$ cat src/rtl/txs_pkg.sv
package txs_pkg;
    localparam int DATA_MAX  = 9;
    localparam int STOP_MAX  = 2;
    localparam int FRAME_MAX = 1 + DATA_MAX + STOP_MAX;
    localparam int CNT_W     = $clog2(FRAME_MAX + 1);

    typedef enum logic [1:0] {
        LEN_8    = 2'b00,
        LEN_7    = 2'b01,
        LEN_9    = 2'b10,
        LEN_LOOP = 2'b11
    } len_code_e;

    typedef struct packed {
        logic [FRAME_MAX-1:0] bits;
        logic [CNT_W-1:0]     nbits;
        logic                 loop;
    } frame_t;
endpackage

$ cat src/rtl/txs_frame_build.sv
module txs_frame_build
    import txs_pkg::*;
#(
    parameter int BYTE_W = 8
) (
    input  logic [BYTE_W-1:0] data,
    input  logic [1:0]        len_sel,
    input  logic              bit9_psel,
    input  logic              psel_hi,
    input  logic              two_stop,
    output frame_t            frm
);
    int         dn;
    logic [1:0] psel;
    logic       par_on;
    logic       par_bit;
    logic [BYTE_W-1:0] masked;

    always_comb begin
        case (len_code_e'(len_sel))
            LEN_7:   dn = 7;
            LEN_8:   dn = 8;
            default: dn = 9;
        endcase
        psel   = {psel_hi, bit9_psel};
        par_on = (dn < 9) && (psel == 2'b01 || psel == 2'b10);
        masked = (dn == 7) ? (data & {1'b0, {(BYTE_W-1){1'b1}}}) : data;
        // even: make total ones even; odd: make it odd
        par_bit = (^masked) ^ (psel == 2'b01);

        frm.bits    = '1;
        frm.bits[0] = 1'b0;
        for (int i = 0; i < BYTE_W; i++) begin
            if (i < dn) frm.bits[1+i] = data[i];
        end
        if (dn == 9) frm.bits[9] = bit9_psel;
        if (par_on)  frm.bits[1+dn] = par_bit;
        frm.nbits = CNT_W'(1 + dn + (par_on ? 1 : 0) + (two_stop ? 2 : 1));
        frm.loop  = (len_code_e'(len_sel) == LEN_LOOP);
    end
endmodule

$ cat src/rtl/txs_hold_buf.sv
module txs_hold_buf #(
    parameter int BYTE_W = 8
) (
    input  logic              clk,
    input  logic              rst_n,
    input  logic              wr_stb,
    input  logic [BYTE_W-1:0] wr_data,
    input  logic              take,
    output logic [BYTE_W-1:0] hold_data,
    output logic              full
);
    typedef struct packed {
        logic [BYTE_W-1:0] data;
        logic              full;
    } hold_t;

    hold_t h_d, h_q;

    always_comb begin
        h_d = h_q;
        if (take)   h_d.full = 1'b0;
        if (wr_stb) begin
            h_d.data = wr_data;
            h_d.full = 1'b1;
        end
    end

    always_ff @(posedge clk or negedge rst_n) begin
        if (!rst_n) h_q <= '0;
        else        h_q <= h_d;
    end

    assign hold_data = h_q.data;
    assign full      = h_q.full;
endmodule

$ cat src/rtl/serial_tx_engine.sv
module serial_tx_engine
    import txs_pkg::*;
#(
    parameter int BYTE_W = 8
) (
    input  logic              clk,
    input  logic              rst_n,
    input  logic              baud_tick,
    input  logic              wr_stb,
    input  logic [BYTE_W-1:0] wr_data,
    input  logic [1:0]        len_sel,
    input  logic              bit9_psel,
    input  logic              psel_hi,
    input  logic              two_stop,
    input  logic              brk,
    input  logic              irq_en,
    output logic              txd,
    output logic              loop_out,
    output logic              buf_empty,
    output logic              busy,
    output logic              irq
);
    typedef struct packed {
        logic                 busy;
        logic                 loop;
        logic [FRAME_MAX-1:0] shift;
        logic [CNT_W-1:0]     cnt;
    } shf_t;

    shf_t   s_d, s_q;
    frame_t frm;
    logic   [BYTE_W-1:0] hold_data;
    logic   hold_full;
    logic   last_bit;
    logic   load;

    txs_hold_buf #(.BYTE_W(BYTE_W)) u_hold (
        .clk       (clk),
        .rst_n     (rst_n),
        .wr_stb    (wr_stb),
        .wr_data   (wr_data),
        .take      (load),
        .hold_data (hold_data),
        .full      (hold_full)
    );

    txs_frame_build #(.BYTE_W(BYTE_W)) u_build (
        .data      (hold_data),
        .len_sel   (len_sel),
        .bit9_psel (bit9_psel),
        .psel_hi   (psel_hi),
        .two_stop  (two_stop),
        .frm       (frm)
    );

    assign last_bit = s_q.busy && (s_q.cnt == CNT_W'(1));
    assign load     = baud_tick && hold_full && (!s_q.busy || last_bit);

    always_comb begin
        s_d = s_q;
        if (baud_tick && s_q.busy) begin
            if (last_bit) begin
                s_d.busy = 1'b0;
            end else begin
                s_d.shift = {1'b1, s_q.shift[FRAME_MAX-1:1]};
                s_d.cnt   = s_q.cnt - CNT_W'(1);
            end
        end
        if (load) begin
            s_d.busy  = 1'b1;
            s_d.loop  = frm.loop;
            s_d.shift = frm.bits;
            s_d.cnt   = frm.nbits;
        end
    end

    always_ff @(posedge clk or negedge rst_n) begin
        if (!rst_n) s_q <= '{busy: 1'b0, loop: 1'b0, shift: '1, cnt: '0};
        else        s_q <= s_d;
    end

    assign txd       = brk ? 1'b0 : ((s_q.busy && !s_q.loop) ? s_q.shift[0] : 1'b1);
    assign loop_out  = (s_q.busy && s_q.loop) ? s_q.shift[0] : 1'b1;
    assign buf_empty = !hold_full;
    assign busy      = s_q.busy;
    assign irq       = buf_empty && irq_en;
endmodule

$ cat config.mk
export PLATFORM = sky130hd
export DESIGN_NAME = serial_tx_engine
export DESIGN_NICKNAME = d
export VERILOG_FILES = /design/src/rtl/txs_pkg.sv /design/src/rtl/txs_frame_build.sv /design/src/rtl/txs_hold_buf.sv /design/src/rtl/serial_tx_engine.sv
export SDC_FILE = /design/constraint.sdc
export NUM_CORES = 1
export LEC_CHECK = 0
export ABC_AREA = 1
export ABC_CLOCK_PERIOD_IN_PS = 3100
export CAP_MARGIN = 20
export CORE_MARGIN = 1
export CORE_UTILIZATION = 58
export DETAILED_ROUTE_END_ITERATION = 8
export PLACE_DENSITY = 0.85
export SYNTH_ARGS = -nofsm -noshare
export SYNTH_HDL_FRONTEND = slang
export SYNTH_SLANG_ARGS = --single-unit
$ cat constraint.sdc
create_clock -name clk -period 3.1 [get_ports clk]
set_input_delay 0.93 -clock clk [delete_from_list [all_inputs] [get_ports clk]]
set_output_delay 0.93 -clock clk [all_outputs]
set_load 0.03 [all_outputs]
==> results.toml, run 1 <==
[placed_design]
port_buffers = 23
placedCellCount = 262
place_congestion = 0.775
hpwl_mm = 2.46

[logic_synthesis]
yosysWarnings = 0
yosys_register_bits = 27
avgSynthCellArea_um2 = 7.89
synth_nets = 233
netlist_instances = 207
seq_area_frac_synth_pct = 42.3
synthesis.area_um2 = 1630
yosysUniqueCellTypes = 29

[layout]
stdcell_count = 266
syn_to_final_growth_pct = 19.3
n_antenna_cell = 0
fin_nets = 263
drive_above_1_share_pct = 23.7

[critical_path]
start_kind = "input pin"
worstSetupEndpointType = "flip-flop"
cp.arrival_ns = 3.17
required_ns = 3.36
worstPathMaxFanout = 4
critPathKind = "in2reg"

[clocking]
clk_path_buf_depth = 2
path_clk_slew_ns = 0.15
numClockSinks = 27
cts_made_buffers = 3
cts-root-buf = "clkbuf_4"
cts_tree = "built"
htreeDepth = 1
postCtsHoldBufs = 0
worstSkewPairLatency_ns = 0.33

[floorplanning]
die-area_um2 = 3030
core_um2 = 2570
rows = 18
die_w_um = 55.1
ios = 24
die_h_um = 55.1
initial_core_util_pct = 63.6

[timing]
worst_hold_slack_ns = 0.476
worst_pin_slew_ns = 0.650
fin_skew_ns = 0.00586
slew-limit-headroom_pct = 56.7
finalHoldViolCount = 0
max_freq_mhz = 344
period_needed_ns = 2.91
rsz0062_at_grt = "false"
setup_viol = 0
fin_crit_sh_pct = 93.8
drv_slew = 0

[grt]
grt_usage_pct = 25.9
grt_pass1_wl_mm = 5.51
grt_max_degree = 28
antenna_found_initial = 0
grt_pass1_vias = 1332
overflow = 0

[drt]
postRouteWirelength_mm = 3.23
post_drt_wl_per_cell_um = 12.2
first_pass_iters = 4
first_iter_violations = 31
drc = 0
viasPerCell = 5.23
ant_nets = 0
vias = 1390

[worst_hold_path]
hold_path_class = "reg2reg"

[flow_run]
max_cap_violations = 0

[power_and_ir_drop]
ir_drop_mv = 0.522
power.leakage_nw = 0.978
powerDensity_nw_per_um2 = 660

[run_status]
status = "finished clean"
## layer usage
layer | track usage, % | wire (µm) | vias to the layer above
li1 | - | - | 712
met1 | 31.3 | 1420 | 643
met2 | 47.0 | 1650 | 31
met3 | 4.37 | 130 | 4
met4 | 7.50 | 27 | 0
met5 | 0 | 0 | -
## power breakdown
part	leakage (nW)	total (mW)	internal [mW]	switching, mW
Combinational	0.661	0.557	0.224	0.334
Clock	0.0139	0.158	0.0493	0.109
Sequential	0.303	0.569	0.503	0.0665
## synthesized netlist by cell type
| library cell | instances | area, µm² |
|---|---|---|
| o211ai_2 | 1 | 12.5 |
| nand3_2 | 2 | 20.0 |
| nor2_1 | 6 | 22.5 |
| buf_2 | 2 | 10.0 |
| o22ai_1 | 2 | 12.5 |
| a21oi_1 | 1 | 5.00 |
| dfstp_2 | 12 | 315 |
| nand2_1 | 63 | 236 |
| nand3b_1 | 1 | 7.51 |
| a21oi_2 | 5 | 43.8 |
| o21ai_0 | 17 | 85.1 |
| nor2_2 | 3 | 18.8 |
| ha_1 | 6 | 75.1 |
| o21ai_1 | 13 | 65.1 |
| dfrtp_1 | 15 | 375 |
| xor2_1 | 3 | 26.3 |
| o21ai_2 | 1 | 8.76 |
| xnor2_1 | 2 | 17.5 |
| nor2_4 | 2 | 22.5 |
| buf_6 | 1 | 11.3 |
| clkbuf_1 | 1 | 3.75 |
| o211ai_1 | 1 | 7.51 |
| fa_1 | 1 | 20.0 |
| o21bai_1 | 3 | 22.5 |
| buf_4 | 2 | 15.0 |
| nand2_2 | 6 | 37.5 |
| nand3_1 | 3 | 15.0 |
| inv_2 | 10 | 37.5 |
| inv_1 | 22 | 82.6 |
## per-stage QoR
stage	util (%)	cell area [µm²]	power, mW	setup TNS (ns)	worst slack (ns)
6_report	75.9	1950	1.28	0	0.191
5_1_grt	75.9	1950	1.39	0	0.00591
4_1_cts	75.8	1950	1.29	0	0.195
3_5_place_dp	74.6	1920	1.13	-0.160	-0.152
3_3_place_gp	74.6	1920	1.10	-0.0305	-0.0305
2_1_floorplan	-	1630	0.984	0	0.437
## sequential cells by signal, indices dropped and copies added, names as in the netlist
name / flops
u_hold.full: 1
u_hold.hold_data: 8
s_q: 17
busy: 1
## layout make-up
| class | instances | area [µm²] |
|---|---|---|
| clock buffers | 3 | 22.5 |
| multi-input cells | 142 | 782 |
| repair buffers | 31 | 288 |
| inverters | 32 | 120 |
| flip-flops and latches | 27 | 691 |
| well taps | 30 | 37.5 |
| clock inverters | 1 | 7.51 |
| fillers | 194 | 619 |
## final timing paths
check,start,endpoint,slack [ns],cells after the start
hold reg to reg,s_q[15],s_q[15],0.48,2
hold / removal,s_q[15],s_q[15],0.48,2
setup / recovery,len_sel[0],s_q[2],0.19,14
min in group asynchronous,rst_n,s_q[16],0.95,2
max in group asynchronous,rst_n,s_q[12],1.85,2
setup reg to reg,s_q[1],s_q[14],1.05,11
## critical path: stages
cell and delay, ns:
clkdlybuf4s50_1 0.55, nand2_2 0.08, inv_1 0.08, ha_1 0.23
inv_1 0.05, nor2_1 0.05, ha_1 0.18, o21bai_1 0.16
fa_1 0.38, a21oi_1 0.14, o21ai_0 0.10, nand2_1 0.08
o21ai_1 0.06, o21ai_1 0.08
## timing repair
item / in CTS / in global routing
setup endpoints to repair: 0 / 1
gates resized for setup: 0 / 1
buffers inserted: 0 / 0
endpoints found under the hold margin: 0 / 0
## kinds of logic (layout without fill, tap and decap cells)
group,count (synthesis),in the layout,share of synthesized area [%]
xor+xnor,5,5,2.68
flops,27,27,42.3
buf+inv,38,67,9.81
fa+ha+maj,7,7,5.82
simple gates,86,86,23.3
compound gates,44,44,16.1
## cells in the final DEF (no fill, tap or decap), types with 5 or more instances in the layout
| cell | n |
|---|---|
| nand2_1 | 63 |
| inv_1 | 22 |
| clkdlybuf4s50_1 | 20 |
| o21ai_0 | 17 |
| dfrtp_1 | 15 |
| o21ai_1 | 13 |
| dfstp_2 | 12 |
| inv_2 | 10 |
| buf_4 | 10 |
| nand2_2 | 6 |
| nor2_1 | 6 |
| ha_1 | 6 |
| a21oi_2 | 5 |
Note: power is estimated with default switching activity, not from simulation.
==> inputs of run 2 (changes only) <==
Settings changed: CTS_CLUSTER_DIAMETER from default to 120, GPL_TIMING_DRIVEN from default to 0.
==> run 2 against run 1 <==
  * First-iteration DRC count grew 9.7%
  * Critical path depth shrank 10
  * Via count shrank 0.36%
  * Global-route usage shrank 1.7 points
  * Critical path type is now in2out
  * Power grew 2.1%
==> results.toml, run 2 (same netlist as run 1, synthesis figures left out) <==
[clocking]
clk_path_buf_depth = 2
path_clk_slew_ns = 0.15
worstSkewPairLatency_ns = 0.33
postCtsHoldBufs = 0
numClockSinks = 27
cts_made_buffers = 3
cts-root-buf = "clkbuf_4"
cts_tree = "built"
htreeDepth = 1

[drt]
viasPerCell = 5.23
ant_nets = 0
first_pass_iters = 4
vias = 1385
postRouteWirelength_mm = 3.26
first_iter_violations = 34
drc = 0
post_drt_wl_per_cell_um = 12.3

[power_and_ir_drop]
power.leakage_nw = 0.996
powerDensity_nw_per_um2 = 666
ir_drop_mv = 0.508

[floorplanning]
die_w_um = 55.1
rows = 18
core_um2 = 2570
ios = 24
initial_core_util_pct = 63.6
die_h_um = 55.1
die-area_um2 = 3030

[grt]
grt_usage_pct = 24.2
grt_max_degree = 21
overflow = 0
antenna_found_initial = 0
grt_pass1_vias = 1325
grt_pass1_wl_mm = 5.22

[timing]
max_freq_mhz = 351
fin_crit_sh_pct = 91.9
finalSetupTns_ns = 0
finalHoldViolCount = 0
fin_skew_ns = 0.00183
setup_viol = 0
period_needed_ns = 2.85
worst_pin_slew_ns = 0.476
rsz0062_at_grt = "false"
drv_slew = 0
slew-limit-headroom_pct = 68.2

[layout]
top_register = "s_q"
final_common_cell = "nand2_1"
largest_reg_flops = 17
stdcell_count = 265
fillers = 198
final_util_pct = 76.7
drive_above_1_share_pct = 22.6
fin_nets = 262
n_antenna_cell = 0
final_design_area_no_fill_um2 = 1970
syn_to_final_growth_pct = 20.6
final_cell_mix = "nand2_1, inv_1, clkdlybuf4s50_1"

[critical_path]
reg2reg_slack_ns = 1.49
max_stage_delay_ns = 0.40
critPathCapture = "txd"
path_buf_inv = 3
worstPathMaxFanout = 1
rr_worst_depth = 8
start_kind = "input pin"
reg2reg_from = "s_q[0]"
cp_cell_sequence = "clkdlybuf4s50_1 -> o21bai_1 -> inv_1 -> dlygate4sd2_1"
cp_slowest_cell = "clkdlybuf4s50_1"
worstSetupEndpointType = "output pin"
critPathKind = "in2out"
startpoint = "brk"
required_ns = 2.17
rr_endpoint = "s_q[2]"
cp_top_family = "buffers and inverters"
cp.arrival_ns = 1.92
cp.depth = 4

[placed_design]
placedCellCount = 261
place_congestion = 0.799
hpwl_mm = 2.61
place_area_um2 = 1930
port_buffers = 23

[flow_run]
max_cap_violations = 0

[run_status]
status = "finished clean"

[worst_hold_path]
hold_path_class = "reg2reg"
==> run 2: worst register-to-register path: cells and delay by family, from the launching register on <==
| family | cells | cell delay (ns) |
|---|---|---|
| AOI/OAI and AO/OA | 3 | 0.45 |
| adders and majority gates | 1 | 0.23 |
| buffers and inverters | 2 | 0.24 |
| DFF | 1 | 0.45 |
| and+or+nand+nor | 2 | 0.14 |
==> run 2: layout make-up <==
type / count / area (µm²) / share of cell area (%)
buffer: 6 / 40.0 / 2.03
clock buffer: 3 / 22.5 / 1.14
clock inverter: 1 / 8.76 / 0.445
inverter: 32 / 120 / 6.10
multi-input combinational: 142 / 790 / 40.1
sequential: 27 / 691 / 35.1
tap: 30 / 37.5 / 1.91
timing repair buffer: 24 / 260 / 13.2
==> run 2: timing repair <==
item                                    CTS  global route
endpoints found under the setup margin    2             1
gates cloned                              0             0
resized for setup                         2             4
setup buffers                             0             0
==> run 2: report_power, final <==
| group | internal (mW) | total (mW) | leakage (nW) | switching, mW |
|---|---|---|---|---|
| clock network | 0.0527 | 0.163 | 0.0183 | 0.111 |
| registers | 0.502 | 0.570 | 0.303 | 0.0675 |
| logic | 0.238 | 0.578 | 0.675 | 0.340 |
| total | 0.793 | 1.31 | 0.996 | 0.518 |
==> run 2: metal layers <==
layer	GRT usage [%]	up-vias	part of all wire, %
met4	5.42	0	0.46
met1	27.8	657	42
met5	0	-	0
met2	47.4	25	54
met3	2.46	3	2.9
li1	-	700	-
==> run 2: how the worst min path moves through the flow <==
stage               startpoint  endpoint  slack [ns]  depth (start not counted)
CTS                    s_q[15]   s_q[15]        0.48                          2
global route           s_q[10]   s_q[10]        0.50                          2
finish                 s_q[15]   s_q[15]        0.47                          2
floorplan              s_q[15]   s_q[15]        0.44                          2
detailed placement     s_q[15]   s_q[15]        0.45                          2
global placement       s_q[15]   s_q[15]        0.45                          2
==> run 2: per-stage QoR <==
stage	hold WS, ns	setup WS, ns	power [mW]
3_5_place_dp	0.452	-0.312	1.16
3_3_place_gp	0.450	-0.208	1.11
2_1_floorplan	0.439	0.437	0.984
5_1_grt	0.497	0.177	1.41
4_1_cts	0.476	0.0327	1.32
6_report	0.471	0.250	1.31
==> inputs of run 3 (changes only) <==
Settings changed: CORE_UTILIZATION 58 to 35, PLACE_DENSITY 0.85 to default, SLEW_MARGIN from default to 20.
==> run 3 against run 2 <==
  * Worst hold slack worse by 0.0011 ns
  * Die area increased by 63%
  * Clock skew about the same
  * Register-to-register slack better by 0.06 ns
  * Cell count increased by 7.9%
  * Final area increased by 0.51%
  * Flip-flop and latch count unchanged
  * Via count decreased by 3.8%
==> results.toml, run 3 (same netlist as run 1, synthesis figures left out) <==
[run_status]
status = "finished clean"

[layout]
largest_reg_flops = 17
drive_above_1_share_pct = 22.6
fin_nets = 261
n_antenna_cell = 0
syn_to_final_growth_pct = 21.2
fillers = 458
top_register = "s_q"
final_cell_mix = "nand2_1, inv_1, clkdlybuf4s50_1"
stdcell_count = 286
final_common_cell = "nand2_1"

[timing]
period_needed_ns = 2.86
finalHoldViolCount = 0
max_freq_mhz = 350
fin_skew_ns = 0.00197
fin_crit_sh_pct = 92.2
drv_slew = 0
slew-limit-headroom_pct = 59.4
worst_pin_slew_ns = 0.610
rsz0062_at_grt = "false"
setup_viol = 0

[floorplanning]
die_h_um = 70.3
core_um2 = 4410
rows = 24
die-area_um2 = 4940
ios = 24
initial_core_util_pct = 37.0
die_w_um = 70.3

[critical_path]
cp.arrival_ns = 3.07
reg2reg_slack_ns = 1.55
start_kind = "input pin"
critPathKind = "in2reg"
worstSetupEndpointType = "flip-flop"
required_ns = 3.31
rr_worst_depth = 8
reg2reg_from = "s_q[0]"
rr_endpoint = "s_q[3]"
worstPathMaxFanout = 4

[flow_run]
max_cap_violations = 0

[clocking]
cts-root-buf = "clkbuf_8"
cts_made_buffers = 3
cts_resized = 3
worstSkewPairLatency_ns = 0.27
numClockSinks = 27
postCtsHoldBufs = 0
cts_tree = "built"
postCtsSetupBuffers = 0
clk_path_buf_depth = 2
path_clk_slew_ns = 0.10
htreeDepth = 1

[drt]
ant_nets = 0
post_drt_wl_per_cell_um = 11.1
vias = 1333
viasPerCell = 4.66
first_pass_iters = 4
first_iter_violations = 61
drc = 0
postRouteWirelength_mm = 3.17

[power_and_ir_drop]
power.leakage_nw = 0.994
finalPower_mw = 1.33
ir_drop_mv = 0.288
powerDensity_nw_per_um2 = 671

[worst_hold_path]
hp-start = "s_q[15]"
whs_path_depth = 2
hold_path_class = "reg2reg"
worst_hold_path.endpoint = "s_q[15]"

[grt]
grt_usage_pct = 14.5
overflow = 0
grt_max_degree = 28
grt_pass1_vias = 1278
grt_pass1_wl_mm = 5.76
antenna_found_initial = 0

[placed_design]
hpwl_mm = 2.39
port_buffers = 23
placedCellCount = 282
place_congestion = 0.726
-- run 3: changes by cell type in the layout (fill, tap and decap cells not counted) --
cell,before,now
clkdlybuf4s50_1,19,18
buf_16,1,0
clkbuf_8,0,3
clkbuf_4,3,0
clkinv_2,0,1
inv_6,1,0
buf_2,2,3
-- run 3: worst max-delay path by stage --
stage               depth (start not counted)       start  endpoint
finish                                     15  len_sel[1]    s_q[2]
floorplan                                  12  len_sel[0]    s_q[2]
global placement                           12  len_sel[0]    s_q[2]
global route                               15  len_sel[1]    s_q[2]
CTS                                         4         brk       txd
detailed placement                         13  len_sel[1]    s_q[2]
-- run 3: area by class of cell --
class                           count  area (µm²)  area share (%)
Timing Repair Buffer               23         228            11.5
Clock buffer                        3        41.3            2.09
Clock inverter                      1        5.00           0.253
Tap cell                           52        65.1            3.29
Sequential cell                    27         691            34.9
Multi-Input combinational cell    142         790            39.9
Buffer                              6        40.0            2.02
Inverter                           32         120            6.07
-- run 3: layer usage --
metal	global-route usage (%)	vias to the layer above	wire, µm
li1	-	702	-
met1	18.9	610	1530
met2	24.4	19	1520
met3	3.61	2	100
met4	2.67	0	16
met5	0	-	0
-- run 3: worst max-delay path, cell delays in order --
cell	delay, ns
dlygate4sd2_1	0.36
inv_2	0.08
nand2_2	0.08
inv_1	0.06
ha_1	0.26
inv_1	0.05
nor2_1	0.06
ha_1	0.19
o21bai_1	0.16
fa_1	0.38
a21oi_1	0.15
o21ai_0	0.10
nand2_1	0.07
o21ai_1	0.05
o21ai_1	0.07
-- run 3: power breakdown --
| group | internal, mW | total, mW | leakage, nW | switching, mW |
|---|---|---|---|---|
| sequential | 0.503 | 0.568 | 0.303 | 0.0657 |
| combinational | 0.235 | 0.555 | 0.666 | 0.320 |
| clock | 0.0902 | 0.206 | 0.0255 | 0.116 |
| total | 0.827 | 1.33 | 0.994 | 0.501 |
-- run 3: per-stage QoR --
stage | setup slack, ns | util [%] | TNS [ns] | hold WS [ns] | area (µm²)
floorplan | 0.437 | - | 0 | 0.439 | 1630
global placement | -0.247 | 43.7 | -0.422 | 0.456 | 1930
detailed placement | -0.292 | 43.6 | -0.487 | 0.457 | 1920
CTS | 0.00793 | 44.6 | 0 | 0.469 | 1970
global route | 0.0816 | 44.8 | 0 | 0.487 | 1980
finish | 0.241 | 44.8 | 0 | 0.469 | 1980
